**config.mk**
```make
export PLATFORM = sky130hd
export DESIGN_NAME = dvfs_seq
export DESIGN_NICKNAME = d
export VERILOG_FILES = /design/src/rtl/dvfs_pkg.sv /design/src/rtl/dvfs_optable.sv /design/src/rtl/dvfs_reqarb.sv /design/src/rtl/dvfs_wait_timer.sv /design/src/rtl/dvfs_seq.sv
export SDC_FILE = /design/constraint.sdc
export NUM_CORES = 1
export LEC_CHECK = 0
export ABC_AREA = 1
export BUFFER_PORTS_ARGS = -buffer_cell sky130_fd_sc_hd__buf_2
export CORE_ASPECT_RATIO = 0.5
export CORE_MARGIN = 10
export CORE_UTILIZATION = 30
export DETAILED_ROUTE_END_ITERATION = 6
export HOLD_SLACK_MARGIN = 0.05
export MAX_ROUTING_LAYER = met4
export SYNTH_ARGS = -nofsm -noshare
export SYNTH_HDL_FRONTEND = slang
export SYNTH_HIERARCHICAL = 1
export SYNTH_SLANG_ARGS = --single-unit
```
**constraint.sdc**
```tcl
create_clock -name clk -period 5.26 [get_ports clk]
set_input_delay 0.263 -clock clk [delete_from_list [all_inputs] [get_ports clk]]
set_output_delay 0.263 -clock clk [all_outputs]
set_load 0.05 [all_outputs]
```
**src/rtl/dvfs_pkg.sv**
```systemverilog
package dvfs_pkg;
  typedef enum logic [2:0] {
    S_IDLE,
    S_VUP,
    S_FUP,
    S_FDN,
    S_VDN,
    S_RBV
  } dvfs_st_e;
endpackage

```
**src/rtl/dvfs_optable.sv**
```systemverilog
module dvfs_optable #(
  parameter int LEVELS = 4,
  parameter int VW = 6,
  parameter int DW = 8,
  localparam int LW = (LEVELS > 1) ? $clog2(LEVELS) : 1
) (
  input  logic          clk,
  input  logic          rst,
  input  logic          we,
  input  logic [LW-1:0] widx,
  input  logic [VW-1:0] wv,
  input  logic [DW-1:0] wd,
  input  logic [LW-1:0] ra_idx,
  output logic [VW-1:0] ra_v,
  output logic [DW-1:0] ra_d,
  input  logic [LW-1:0] rb_idx,
  output logic [VW-1:0] rb_v,
  output logic [DW-1:0] rb_d
);
  logic [VW-1:0] vt [LEVELS];
  logic [DW-1:0] dt [LEVELS];

  always_ff @(posedge clk) begin
    if (rst) begin
      for (int i = 0; i < LEVELS; i++) begin
        vt[i] <= VW'((i + 1) * 8);
        dt[i] <= DW'((i + 1) * 4);
      end
    end else if (we) begin
      vt[widx] <= wv;
      dt[widx] <= wd;
    end
  end

  assign ra_v = vt[ra_idx];
  assign ra_d = dt[ra_idx];
  assign rb_v = vt[rb_idx];
  assign rb_d = dt[rb_idx];
endmodule

```
**src/rtl/dvfs_reqarb.sv**
```systemverilog
module dvfs_reqarb #(
  parameter int LW = 2
) (
  input  logic          clk,
  input  logic          rst,
  input  logic          req_valid,
  input  logic [LW-1:0] req_level,
  input  logic          therm_alert,
  input  logic          take,
  output logic          pend_valid,
  output logic [LW-1:0] pend_level
);
  logic          therm_q;
  logic          therm_pend;
  logic          sw_pend;
  logic [LW-1:0] sw_lvl;

  always_ff @(posedge clk) begin
    if (rst) begin
      therm_q    <= 1'b0;
      therm_pend <= 1'b0;
      sw_pend    <= 1'b0;
      sw_lvl     <= '0;
    end else begin
      therm_q <= therm_alert;
      // thermal request: set on rising edge, served first
      if (therm_alert && !therm_q)
        therm_pend <= 1'b1;
      else if (take && therm_pend)
        therm_pend <= 1'b0;
      // software request: newest wins, served when no thermal pending
      if (req_valid) begin
        sw_pend <= 1'b1;
        sw_lvl  <= req_level;
      end else if (take && !therm_pend) begin
        sw_pend <= 1'b0;
      end
    end
  end

  assign pend_valid = therm_pend | sw_pend;
  assign pend_level = therm_pend ? '0 : sw_lvl;
endmodule

```
**src/rtl/dvfs_wait_timer.sv**
```systemverilog
module dvfs_wait_timer #(
  parameter int SETTLE_TO = 64,
  parameter int LOCK_TO = 256,
  localparam int TMAX = (SETTLE_TO > LOCK_TO) ? SETTLE_TO : LOCK_TO,
  localparam int TW = $clog2(TMAX + 1)
) (
  input  logic clk,
  input  logic rst,
  input  logic clear,
  input  logic run,
  input  logic sel_lock,
  input  logic ack,
  output logic fire_ack,
  output logic fire_to
);
  logic [TW-1:0] cnt;
  logic [TW-1:0] lim;

  assign lim      = sel_lock ? TW'(LOCK_TO - 1) : TW'(SETTLE_TO - 1);
  assign fire_ack = run && (cnt != '0) && ack;
  assign fire_to  = run && !fire_ack && (cnt == lim);

  always_ff @(posedge clk) begin
    if (rst || clear)
      cnt <= '0;
    else if (run && cnt != lim)
      cnt <= cnt + 1'b1;
  end
endmodule

```
**src/rtl/dvfs_seq.sv**
```systemverilog
module dvfs_seq
  import dvfs_pkg::*;
#(
  parameter int LEVELS = 4,
  parameter int VW = 6,
  parameter int DW = 8,
  parameter int CW = 16,
  parameter int SETTLE_TO = 64,
  parameter int LOCK_TO = 256,
  localparam int LW = (LEVELS > 1) ? $clog2(LEVELS) : 1
) (
  input  logic          clk,
  input  logic          rst,
  input  logic          tbl_we,
  input  logic [LW-1:0] tbl_idx,
  input  logic [VW-1:0] tbl_vcode,
  input  logic [DW-1:0] tbl_dcode,
  input  logic          req_valid,
  input  logic [LW-1:0] req_level,
  input  logic          therm_alert,
  output logic          vreg_cmd_valid,
  output logic [VW-1:0] vreg_cmd_code,
  input  logic          vreg_settled,
  output logic          pll_cmd_valid,
  output logic [DW-1:0] pll_cmd_div,
  input  logic          pll_locked,
  output logic          core_stall,
  output logic          busy,
  output logic          done,
  output logic          err,
  output logic [LW-1:0] cur_level,
  output logic [CW-1:0] cost_cycles,
  output logic [CW-1:0] cost_stall,
  output logic [VW-1:0] cost_swing
);
  dvfs_st_e      st;
  logic          pend_valid;
  logic [LW-1:0] pend_level;
  logic          take;
  logic [VW-1:0] new_v, cur_v, tv, ov;
  logic [DW-1:0] new_d, cur_d, td, od;
  logic [LW-1:0] tgt;
  logic [CW-1:0] tcnt, scnt;
  logic          waiting, sel_lock, ack, fire_ack, fire_to;
  logic [CW-1:0] stall_tot;

  assign take      = (st == S_IDLE) && pend_valid;
  assign waiting   = (st == S_VUP) || (st == S_FUP) || (st == S_FDN) || (st == S_VDN);
  assign sel_lock  = (st == S_FUP) || (st == S_FDN);
  assign ack       = sel_lock ? pll_locked : vreg_settled;
  assign stall_tot = scnt + CW'(core_stall);

  dvfs_reqarb #(.LW(LW)) u_arb (
    .clk(clk), .rst(rst),
    .req_valid(req_valid), .req_level(req_level),
    .therm_alert(therm_alert), .take(take),
    .pend_valid(pend_valid), .pend_level(pend_level)
  );

  dvfs_optable #(.LEVELS(LEVELS), .VW(VW), .DW(DW)) u_tbl (
    .clk(clk), .rst(rst),
    .we(tbl_we), .widx(tbl_idx), .wv(tbl_vcode), .wd(tbl_dcode),
    .ra_idx(pend_level), .ra_v(new_v), .ra_d(new_d),
    .rb_idx(cur_level), .rb_v(cur_v), .rb_d(cur_d)
  );

  dvfs_wait_timer #(.SETTLE_TO(SETTLE_TO), .LOCK_TO(LOCK_TO)) u_tmr (
    .clk(clk), .rst(rst),
    .clear(take | fire_ack | fire_to),
    .run(waiting), .sel_lock(sel_lock), .ack(ack),
    .fire_ack(fire_ack), .fire_to(fire_to)
  );

  always_ff @(posedge clk) begin
    if (rst) begin
      st             <= S_IDLE;
      vreg_cmd_valid <= 1'b0;
      vreg_cmd_code  <= '0;
      pll_cmd_valid  <= 1'b0;
      pll_cmd_div    <= '0;
      core_stall     <= 1'b0;
      busy           <= 1'b0;
      done           <= 1'b0;
      err            <= 1'b0;
      cur_level      <= '0;
      cost_cycles    <= '0;
      cost_stall     <= '0;
      cost_swing     <= '0;
      tgt            <= '0;
      tv             <= '0;
      td             <= '0;
      ov             <= '0;
      od             <= '0;
      tcnt           <= '0;
      scnt           <= '0;
    end else begin
      vreg_cmd_valid <= 1'b0;
      pll_cmd_valid  <= 1'b0;
      done           <= 1'b0;
      if (busy && tcnt != '1) tcnt <= tcnt + 1'b1;
      if (core_stall && scnt != '1) scnt <= scnt + 1'b1;

      unique case (st)
        S_IDLE: begin
          if (take) begin
            err  <= 1'b0;
            tgt  <= pend_level;
            tv   <= new_v;
            td   <= new_d;
            ov   <= cur_v;
            od   <= cur_d;
            tcnt <= CW'(1);
            scnt <= '0;
            if (pend_level == cur_level) begin
              done        <= 1'b1;
              cost_cycles <= '0;
              cost_stall  <= '0;
              cost_swing  <= '0;
            end else if (pend_level > cur_level) begin
              st             <= S_VUP;
              busy           <= 1'b1;
              vreg_cmd_valid <= 1'b1;
              vreg_cmd_code  <= new_v;
            end else begin
              st            <= S_FDN;
              busy          <= 1'b1;
              pll_cmd_valid <= 1'b1;
              pll_cmd_div   <= new_d;
              core_stall    <= 1'b1;
            end
          end
        end

        S_VUP: begin
          if (fire_ack) begin
            st            <= S_FUP;
            pll_cmd_valid <= 1'b1;
            pll_cmd_div   <= td;
            core_stall    <= 1'b1;
          end else if (fire_to) begin
            err            <= 1'b1;
            vreg_cmd_valid <= 1'b1;
            vreg_cmd_code  <= ov;
            st             <= S_IDLE;
            busy           <= 1'b0;
            done           <= 1'b1;
            cost_cycles    <= tcnt;
            cost_stall     <= stall_tot;
            cost_swing     <= '0;
          end
        end

        S_FUP, S_VDN: begin
          if (fire_ack) begin
            core_stall  <= 1'b0;
            st          <= S_IDLE;
            busy        <= 1'b0;
            done        <= 1'b1;
            cur_level   <= tgt;
            cost_cycles <= tcnt;
            cost_stall  <= stall_tot;
            cost_swing  <= (tv > ov) ? (tv - ov) : (ov - tv);
          end else if (fire_to) begin
            err           <= 1'b1;
            core_stall    <= 1'b0;
            pll_cmd_valid <= 1'b1;
            pll_cmd_div   <= od;
            st            <= S_RBV;
          end
        end

        S_FDN: begin
          if (fire_ack) begin
            core_stall     <= 1'b0;
            st             <= S_VDN;
            vreg_cmd_valid <= 1'b1;
            vreg_cmd_code  <= tv;
          end else if (fire_to) begin
            err           <= 1'b1;
            core_stall    <= 1'b0;
            pll_cmd_valid <= 1'b1;
            pll_cmd_div   <= od;
            st            <= S_IDLE;
            busy          <= 1'b0;
            done          <= 1'b1;
            cost_cycles   <= tcnt;
            cost_stall    <= stall_tot;
            cost_swing    <= '0;
          end
        end

        S_RBV: begin
          vreg_cmd_valid <= 1'b1;
          vreg_cmd_code  <= ov;
          st             <= S_IDLE;
          busy           <= 1'b0;
          done           <= 1'b1;
          cost_cycles    <= tcnt;
          cost_stall     <= stall_tot;
          cost_swing     <= '0;
        end

        default: st <= S_IDLE;
      endcase
    end
  end
endmodule

```
After elaboration in Yosys (flattened, before gate mapping)
Memory sizes are Yosys's and may differ from the RTL's. A register that Yosys moved wholly into a read port is not among the register bits.
Index checks and enable logic that the tools add are counted.
Storage, ports and cells
  bits in registers: 125
  input bits: 25
  memory bits (writable): 56
  output and inout port bits: 60
  memories kept: 2
Operators by class
  add/sub/neg operators: 6
  order comparisons: 2
  equality and inequality tests: 28
  reductions and logical operators: 42
  mux-type cells: 94
  bitwise operators: 3
Memories
  u_tbl.dt: words 4, width 8, rd ports 2, clocked after Yosys merged registers in 1, wr ports 4, RTL line dvfs_optable.sv:21  | logic [DW-1:0] dt [LEVELS];
  u_tbl.vt: words 4, width 6, rd ports 2, clocked after Yosys merged registers in 1, wr ports 4, RTL line dvfs_optable.sv:20  | logic [VW-1:0] vt [LEVELS];
Operators by type and width (count)
  $mux W16: 14
  $pmux W16 S4: 2
  $mux W6: 13
  $mux W8: 8
  $pmux W6 S4: 2
  $mux W1: 36
  $add A16 B1 Y16 const B: 2
  $ne A16 B16 Y1 const B: 2
  $pmux W8 S3: 1
  $ne A2 B2 Y1 const B: 11
  $mux W3: 7
  $reduce_and A6 Y1: 3
  $add A16 B1 Y16: 1
  $reduce_and A7 Y1: 2
  $pmux W1 S4: 3
  $pmux W3 S4: 1
  $sub A6 B6 Y6: 2
  $logic_and A1 B1 Y1: 11
  $ne A2 B1 Y1 const B: 5
  $add A9 B1 Y9 const B: 1
  $eq A9 B9 Y1: 1
  $ne A9 B9 Y1: 1
  $reduce_bool A9 Y1: 1
  $mux W2: 4
  other kinds (25): 41

Depth between registers and ports, before layout
Gate-level depths: netlist of run 1.
  word-level depth: 12
  gate-level depth with buffers: 20

Modules after synthesis
The synthesis of run 1 kept the hierarchy.
By module, submodules not included
  dvfs_seq: area an instance 6462.4 um^2, times used 1, cells each 945, seq. area each 2502.4 um^2
  dvfs_optable: area an instance 3189.3 um^2, times used 1, cells each 417, seq. area each 1681.6 um^2
  dvfs_wait_timer: area an instance 596.8 um^2, times used 1, cells each 87, seq. area each 180.2 um^2
  dvfs_reqarb: area an instance 197.7 um^2, times used 1, cells each 28, seq. area each 100.1 um^2

Worst setup path before layout of run 1
OpenSTA, ideal clock, no wires.
  kind: reg-to-reg
  from: reg st[0]
  to: reg cost_stall[9]
  clock period less this slack: 2.811 ns
  data arrival time: 2.700 ns
  slack: 2.449 ns
  stages on the path, launching flop included: 20
  cells stage by stage: dfxtp_1 > inv_1 > nor2_1 > nand2_2 > nand2_1 > mux2_2 > nand2_1 > o21bai_1 > nand2_1 > nor2_1 > inv_1 > nor2_1 > o22ai_1 > nor2_1 > nand2_2 > inv_2 > buf_2 > nand2_1 > nand3_1 > inv_1
RTL lines
  from (decl): RTL line dvfs_seq.sv:36  | dvfs_st_e st;
  from (signal assigned): RTL line dvfs_seq.sv:76  | st <= S_IDLE;
  from (signal assigned): RTL line dvfs_seq.sv:120  | st <= S_VUP;
  from (signal assigned): RTL line dvfs_seq.sv:125  | st <= S_FDN;
  $eq A3 B2 Y1: RTL line dvfs_seq.sv:49  | assign sel_lock = (st == S_FUP) || (st == S_FDN);
  $logic_or A1 B1 Y1 (*): RTL line dvfs_seq.sv:49
  via sel_lock: RTL line dvfs_seq.sv:44  | logic waiting, sel_lock, ack, fire_ack, fire_to;
  $mux W1 (*): RTL line dvfs_seq.sv:50  | assign ack = sel_lock ? pll_locked : vreg_settled;
  via ack: RTL line dvfs_seq.sv:44
  $logic_and A1 B1 Y1 (*): RTL line dvfs_wait_timer.sv:20  | assign fire_ack = run && (cnt != '0) && ack;
  $logic_not A1 Y1 (*): RTL line dvfs_wait_timer.sv:21  | assign fire_to = run && !fire_ack && (cnt == lim);
  $logic_and A1 B1 Y1 (*) (2 in a row): RTL line dvfs_wait_timer.sv:21
  via fire_to: RTL line dvfs_seq.sv:44
  $ne A2 B1 Y1 (no source line) (*)
  $reduce_and A6 Y1 (no source line) (*)
  to (signal assigned): RTL line dvfs_seq.sv:148  | cost_stall <= stall_tot;
  to (signal assigned): RTL line dvfs_seq.sv:161  | cost_stall <= stall_tot;
  to (signal assigned): RTL line dvfs_seq.sv:187  | cost_stall <= stall_tot;
  to (decl): RTL line dvfs_seq.sv:33  | output logic [CW-1:0] cost_stall,
Mark *: on every way through the listed nets, which the timed path passes. The rest lies on a longest branch.
A chain may end at the register's enable or synchronous reset.

Worst setup path after layout of run 1
  from: reg st[2]
  to: reg cost_stall[6]
On the way
  longest elaborated chain between the ends: 11
Ends and longest elaborated chain
  $eq A3 B1 Y1 / $eq A3 B2 Y1 (equally long branches): RTL line dvfs_seq.sv:48  | assign waiting = (st == S_VUP) || (st == S_FUP) || (st == S_FDN) || (st == S_VDN);
  $logic_or A1 B1 Y1 (2 in a row): RTL line dvfs_seq.sv:48
  $logic_or A1 B1 Y1 (*): RTL line dvfs_seq.sv:48
  via waiting: RTL line dvfs_seq.sv:44
  $logic_and A1 B1 Y1 (2 in a row): RTL line dvfs_wait_timer.sv:20
  $logic_not A1 Y1: RTL line dvfs_wait_timer.sv:21
  $logic_and A1 B1 Y1 (*) (2 in a row): RTL line dvfs_wait_timer.sv:21
  via fire_to: RTL line dvfs_seq.sv:44
  $ne A2 B1 Y1 (no source line) (*)
  $reduce_and A6 Y1 (no source line) (*)
Marked as above.

==> metrics.txt, run 1 <==
status complete, no violations; unique cell type count in the Yosys netlist 46; Main synth FF type dfxtp_1; CTS Buf Count 17; RR Endpoint cost_stall[6]; largest area contributor in the netlist dfxtp_1; Yosys top cell area share 26.6%; Max Buffers Root-to-Sink 2; R2R Setup Slk 1420 ps; Total GRT Usage 13.2%; Leak Pwr 5.29 nW; Die X 284 µm; share of layout cells above drive strength 1 10.8%; Worst Path Required 5630 ps; CTS sink cnt 195; Final ANT Viol Nets 0; reg2reg start st[2]; I/O pin cnt 85; core box area 0.0344 mm²; Die H 152 µm; EDFF count, synth 56; asr flop ratio synth 0%; pre-CTS WS 1470 ps; max cap viols 0; # fillers 3703; Power Dens Cells 496 mW/mm²; Setup TNS Final 0 ps; top cells by area, synth dfxtp_1 (27%), edfxtp_1 (16%), nand2_1 (13%); Setup Crit Path Kind flip-flop to flip-flop; GP Congestion 0.845; crit path launch type flip-flop; VDD IR max 0.000256 V; yosys warns 6; global-route wire length before repair 46.1 mm; mean post-synth cell area 7.07 µm²; antenna violations before repair 2; vias 9240; Die Area 0.0431 mm²; hold_sp req_level[1]; worst r2r path cells 17; FF+latch count, synth 195; root buffer cell clkbuf_16; routed len/inst 13.8 µm; DP HPWL 19.4 mm; Slew Limit Fails 0; syn nets 1523; Clock Latency Late Sink 440 ps; Via density 4.57; Initial Util 30.4%; Reg clk slew, reported paths 70 ps; Fin. Hold Viols 0; Worst Hold Path Cells 3; grt total ovfl 0; largest net degree at the start of global routing 79; cell row count 48; Buffers on Ports 84; minimum clock period 3840 ps; Arr. time, crit path 4210 ps; final wirelength 27.9 mm; # setup viols final 0; CP Max Fanout 41; relative slew slack 42.4%; CTS tree yes; Cell Area, Synth 0.0104 mm²; drt pass-1 iters 5; # H-tree levels 4; sequential fraction of the synthesis area 42.7%; Residual DRC 0; worst hold path type input pin to flip-flop; RSZ-0062 raised after global routing false; Setup crit end kind flip-flop; area grow syn2layout 13.1%; Final period util 73.0%; Final nets 1577; skew final 7.42 ps; Synth Instances 1477; Hold Crit Endpoint u_arb/sw_lvl[1]; Iter 0 DRT Violations 592; vias in the first global route 8765; FMAX 260 MHz; setup ws final 1420 ps; Worst Tran Pin Value 862 ps
[synthesized netlist by cell type, types with 2 or more instances]
library cell  number
a21oi_1           94
buf_1              3
buf_2             27
buf_4              3
buf_6              4
clkbuf_1          21
dfxtp_1          139
edfxtp_1          56
fa_1               2
ha_1              19
inv_1            192
inv_2             10
nand2_1          360
nand2_2            9
nand2_4            2
nand3_1          122
nand3_2            5
nand3b_1          15
nand4_1           10
nor2_1           212
nor2_2             8
nor2_4             2
nor3_1            14
o211ai_1           4
o21ai_0           81
o21ai_1            8
o21bai_1           2
o221ai_1           6
xnor2_1            8
xor2_1            23
[layer usage]
layer / up-vias / track usage [%] / share of wire [%]
met2: 174 / 21.7 / 47
li1: 4799 / - / -
met3: 28 / 2.11 / 3.8
met5: - / - / 0
met1: 4239 / 16.7 / 48
met4: 0 / 3.45 / 1.4
[cell type report]
class	count	area [µm²]	share of cell area [%]
Antenna cell	2	5.00	0.0424
Sequential cell	195	4460	37.8
Multi-Input combinational cell	1021	4930	41.7
Clock buffer	23	488	4.13
Tap cell	475	594	5.03
Inverter	202	758	6.42
Clock inverter	9	81.3	0.688
Timing Repair Buffer	94	498	4.21
[worst max-delay path: stages (launching register included)]
cell,delay [ps]
dfxtp_1,370
inv_2,120
nand2_1,280
nand3_2,370
nand2_1,330
nand2_1,130
o21bai_1,130
nand2_1,70
nor2_1,140
inv_1,50
nor2_1,390
o22ai_1,170
nor2_1,160
nand2_2,50
buf_4,270
inv_2,440
o21ai_0,150
nor2_1,130
[report_power, final]
group	switching, W	internal [W]	leakage (nW)
sequential	0.000143	0.00182	1.68
combinational	0.00196	0.000680	3.33
clock	0.000565	0.000701	0.280
total	0.00267	0.00320	5.29
[layout by cell type, fill, tap and decap left out, types with 2 or more instances in the layout]
cell type and instances:
buf_4 9, edfxtp_1 56, a21oi_1 94, clkinv_4 2, clkinv_2 3, nor3_1 14, clkinvlp_4 2, o211ai_1 4
nor2_1 211, nand2_4 2, clkbuf_1 2, dfxtp_1 139, nand2_1 360, nand3b_1 15, nand3_2 5, clkbuf_16 17
diode_2 2, o221ai_1 6, inv_2 11, fa_1 2, ha_1 19, buf_2 84, o21ai_1 8, nand3_1 122
nand4_1 10, nor2_2 9, o21bai_1 2, clkbuf_8 4, nand2_2 9, xnor2_1 8, inv_1 192, xor2_1 23
o21ai_0 81, nor2_4 2
[sequential cells by signal (all words and copies together) (netlist names), 3 cells and up]
| register | cells |
|---|---|
| cost_cycles | 16 |
| cost_stall | 16 |
| cost_swing | 6 |
| od | 8 |
| ov | 6 |
| pll_cmd_div | 8 |
| scnt | 16 |
| st | 3 |
| tcnt | 16 |
| td | 8 |
| tv | 6 |
| u_tbl/dt | 32 |
| u_tbl/vt | 24 |
| u_tmr/cnt | 9 |
| vreg_cmd_code | 6 |
[worst max path at each step]
stage / start / endpoint / depth (start not counted)
after detailed placement: st[2] / cost_stall[6] / 17
after global placement: st[2] / cost_stall[9] / 18
after global routing: st[2] / cost_cycles[1] / 17
final: st[2] / cost_stall[6] / 17
after CTS: st[2] / cost_stall[6] / 17
after floorplan: st[0] / cost_stall[9] / 19
[what timing repair did]
action                    CTS  global route
setup buffers               0             0
hold buffers                1             0
gates resized for setup     0             0
hold endpoints to repair    1             0
[kinds of logic (layout without fill, tap and decap cells)]
logic type / after synthesis / in the layout / synth area share (%)
xor+xnor: 31 / 31 / 2.60
fa+ha+maj: 21 / 21 / 2.66
simple gates: 765 / 765 / 31.2
compound gates: 203 / 203 / 10.6
buf+inv: 261 / 328 / 10.1
flops: 195 / 195 / 42.7
other cells: 0 / 2 / 0
mux: 1 / 1 / 0.108
[through the flow]
step                utilization (%)  total power [W]  std cells  area [µm²]  hold WS [ps]
CTS                            34.3          0.00592       2019       11800          54.2
global route                   34.3          0.00633       2021       11800          76.3
detailed placement             32.6          0.00464       1986       11200           449
finish                         34.3          0.00587       2021       11800          73.1
global placement               32.6          0.00461       1986       11200           442
floorplan                         -          0.00401       1477       10400           325
(Power assumes the default switching activity.)
==> run 2, diff against run 1 <==
==> constraint.sdc (replaced) <==
create_clock -name clk -period 3.8 [get_ports clk]
set_input_delay 0.19 -clock clk [delete_from_list [all_inputs] [get_ports clk]]
set_output_delay 0.19 -clock clk [all_outputs]
set_load 0.05 [all_outputs]
==> metrics.txt, run 2 (same netlist as run 1, synthesis figures left out) <==
status complete, no violations; DP HPWL 19.2 mm; # H-tree levels 4; Slew Limit Fails 0; pre-CTS WS 536 ps; Setup TNS Final 0 ps; Final ANT Viol Nets 0; VDD IR max 0.000469 V; relative slew slack 48.6%; CTS sink cnt 195; Final nets 1587; RR Endpoint cost_cycles[11]; Die H 152 µm; CTS Buf Count 17; Die Area 0.0431 mm²; crit path cell chain inv_1 > nor2_1 > nand2_2 > nand2_1 > mux2_2 > nand2_1 > o21bai_1 > nand2_1 > nor2_1 > inv_1 > nor2_1 > o22ai_1 > nor2_1 > nand2_2 > inv_2 > o21ai_0 > nor2_1; Most flops, register u_tbl/dt; R2R Setup Slk 530 ps; Hold Crit Endpoint u_tbl/vt[2][4]; post-CTS setup buffers 0; top flop regs u_tbl/dt (32), u_tbl/vt (24); drt pass-1 iters 5; setup ws final 530 ps; FMAX 306 MHz; max incr delay on CP 420 ps; worst r2r path cells 17; Fin. Hold Viols 0; Crit-path slowest cell dfxtp_1; Setup crit end kind flip-flop; final wirelength 27.9 mm; largest net degree at the start of global routing 76; Via density 4.54; worst hold path type input pin to flip-flop; Buffers on Ports 84; Buf/Inv on CP 3; grt total ovfl 0; Residual DRC 0; root buffer cell clkbuf_16; reg2reg start st[0]; Total GRT Usage 13.1%; hold_sp tbl_vcode[4]; area of the multi-input gates 0.00493 mm²; Arr. time, crit path 3640 ps; Worst Hold Path Cells 3; area grow syn2layout 13.9%; antenna violations before repair 2; DP Area 0.0113 mm²; Reg clk slew, reported paths 70 ps; Power Dens Cells 686 mW/mm²; most used cell along the critical path nor2_1; hold slack 77.0 ps; register area 0.00446 mm²; CTS tree yes; CP Max Fanout 30; most frequent cells in the layout nand2_1 (360), nor2_1 (211), inv_1 (191); max cap viols 0; vias 9217; global-route wire length before repair 45.6 mm; Worst Tran Pin Value 770 ps; max reg flops 32; minimum clock period 3270 ps; RSZ-0062 raised after global routing false; delay-heaviest family, CP simple AND/OR/NAND/NOR gates; commonest non-fill, non-tap cell in the layout nand2_1; skew final 8.14 ps; Leak Pwr 5.32 nW; routed len/inst 13.8 µm; Initial Util 30.4%; Max Buffers Root-to-Sink 2; GP Congestion 0.861; crit path launch type flip-flop; share of layout cells above drive strength 1 11.1%; Iter 0 DRT Violations 684; # setup viols final 0; Clock Latency Late Sink 440 ps; Worst Path Required 4170 ps; vias in the first global route 8772; core box area 0.0344 mm²; I/O pin cnt 85; cell row count 48; # fillers 3672; Final period util 86.1%; Die X 284 µm; cell area after layout 0.0119 mm²; Setup Crit Path Kind flip-flop to flip-flop
run 2: worst register-to-register path: cells and delay by family (launching register included):
kind                   cells  cell delay (ps)
buffers and inverters      3              530
AOI/OAI and AO/OA          3              390
muxes                      1              360
and+or+nand+nor           10             1510
DFF                        1              420
run 2: layer usage:
layer	up-vias	wire length, µm	GRT usage, %
li1	4820	-	-
met1	4162	13200	16.1
met2	203	13300	22.0
met3	32	1070	2.22
met4	0	422	3.81
met5	-	0	-
run 2: report_power, final:
group	total, W	internal [W]	leakage (nW)	switching, W
Clock	0.00177	0.000963	0.264	0.000806
Combinational	0.00367	0.000976	3.37	0.00270
Sequential	0.00272	0.00252	1.68	0.000202
run 2: layout make-up:
cell class | instances | share of cell area [%]
multi-input cells | 1021 | 41.4
flip-flops and latches | 195 | 37.5
inverters | 202 | 6.37
well taps | 475 | 4.99
repair buffers | 104 | 4.92
clock buffers | 18 | 3.61
clock inverters | 14 | 1.15
diodes | 2 | 0.0421
run 2: worst max path at each step:
stage / start / end / slack [ps] / cells after the start
4_1_cts: st[0] / cost_cycles[11] / 520 / 17
6_report: st[0] / cost_cycles[11] / 530 / 17
5_1_grt: st[0] / cost_cycles[7] / 90 / 17
3_3_place_gp: st[0] / cost_stall[9] / 640 / 18
2_1_floorplan: st[0] / cost_stall[9] / 990 / 19
3_5_place_dp: st[0] / cost_cycles[11] / 540 / 17
run 2: repair_timing:
item,CTS,global route
hold buffers,6,0
endpoints found under the setup margin,0,0
resized for setup,0,0
hold endpoints to repair,4,0
run 2: per-stage QoR:
step,cells,power (W),util [%]
floorplan,1477,0.00555,-
global placement,1991,0.00644,32.8
detailed placement,1991,0.00646,32.8
CTS,2029,0.00824,34.6
global route,2031,0.00880,34.6
finish,2031,0.00816,34.6
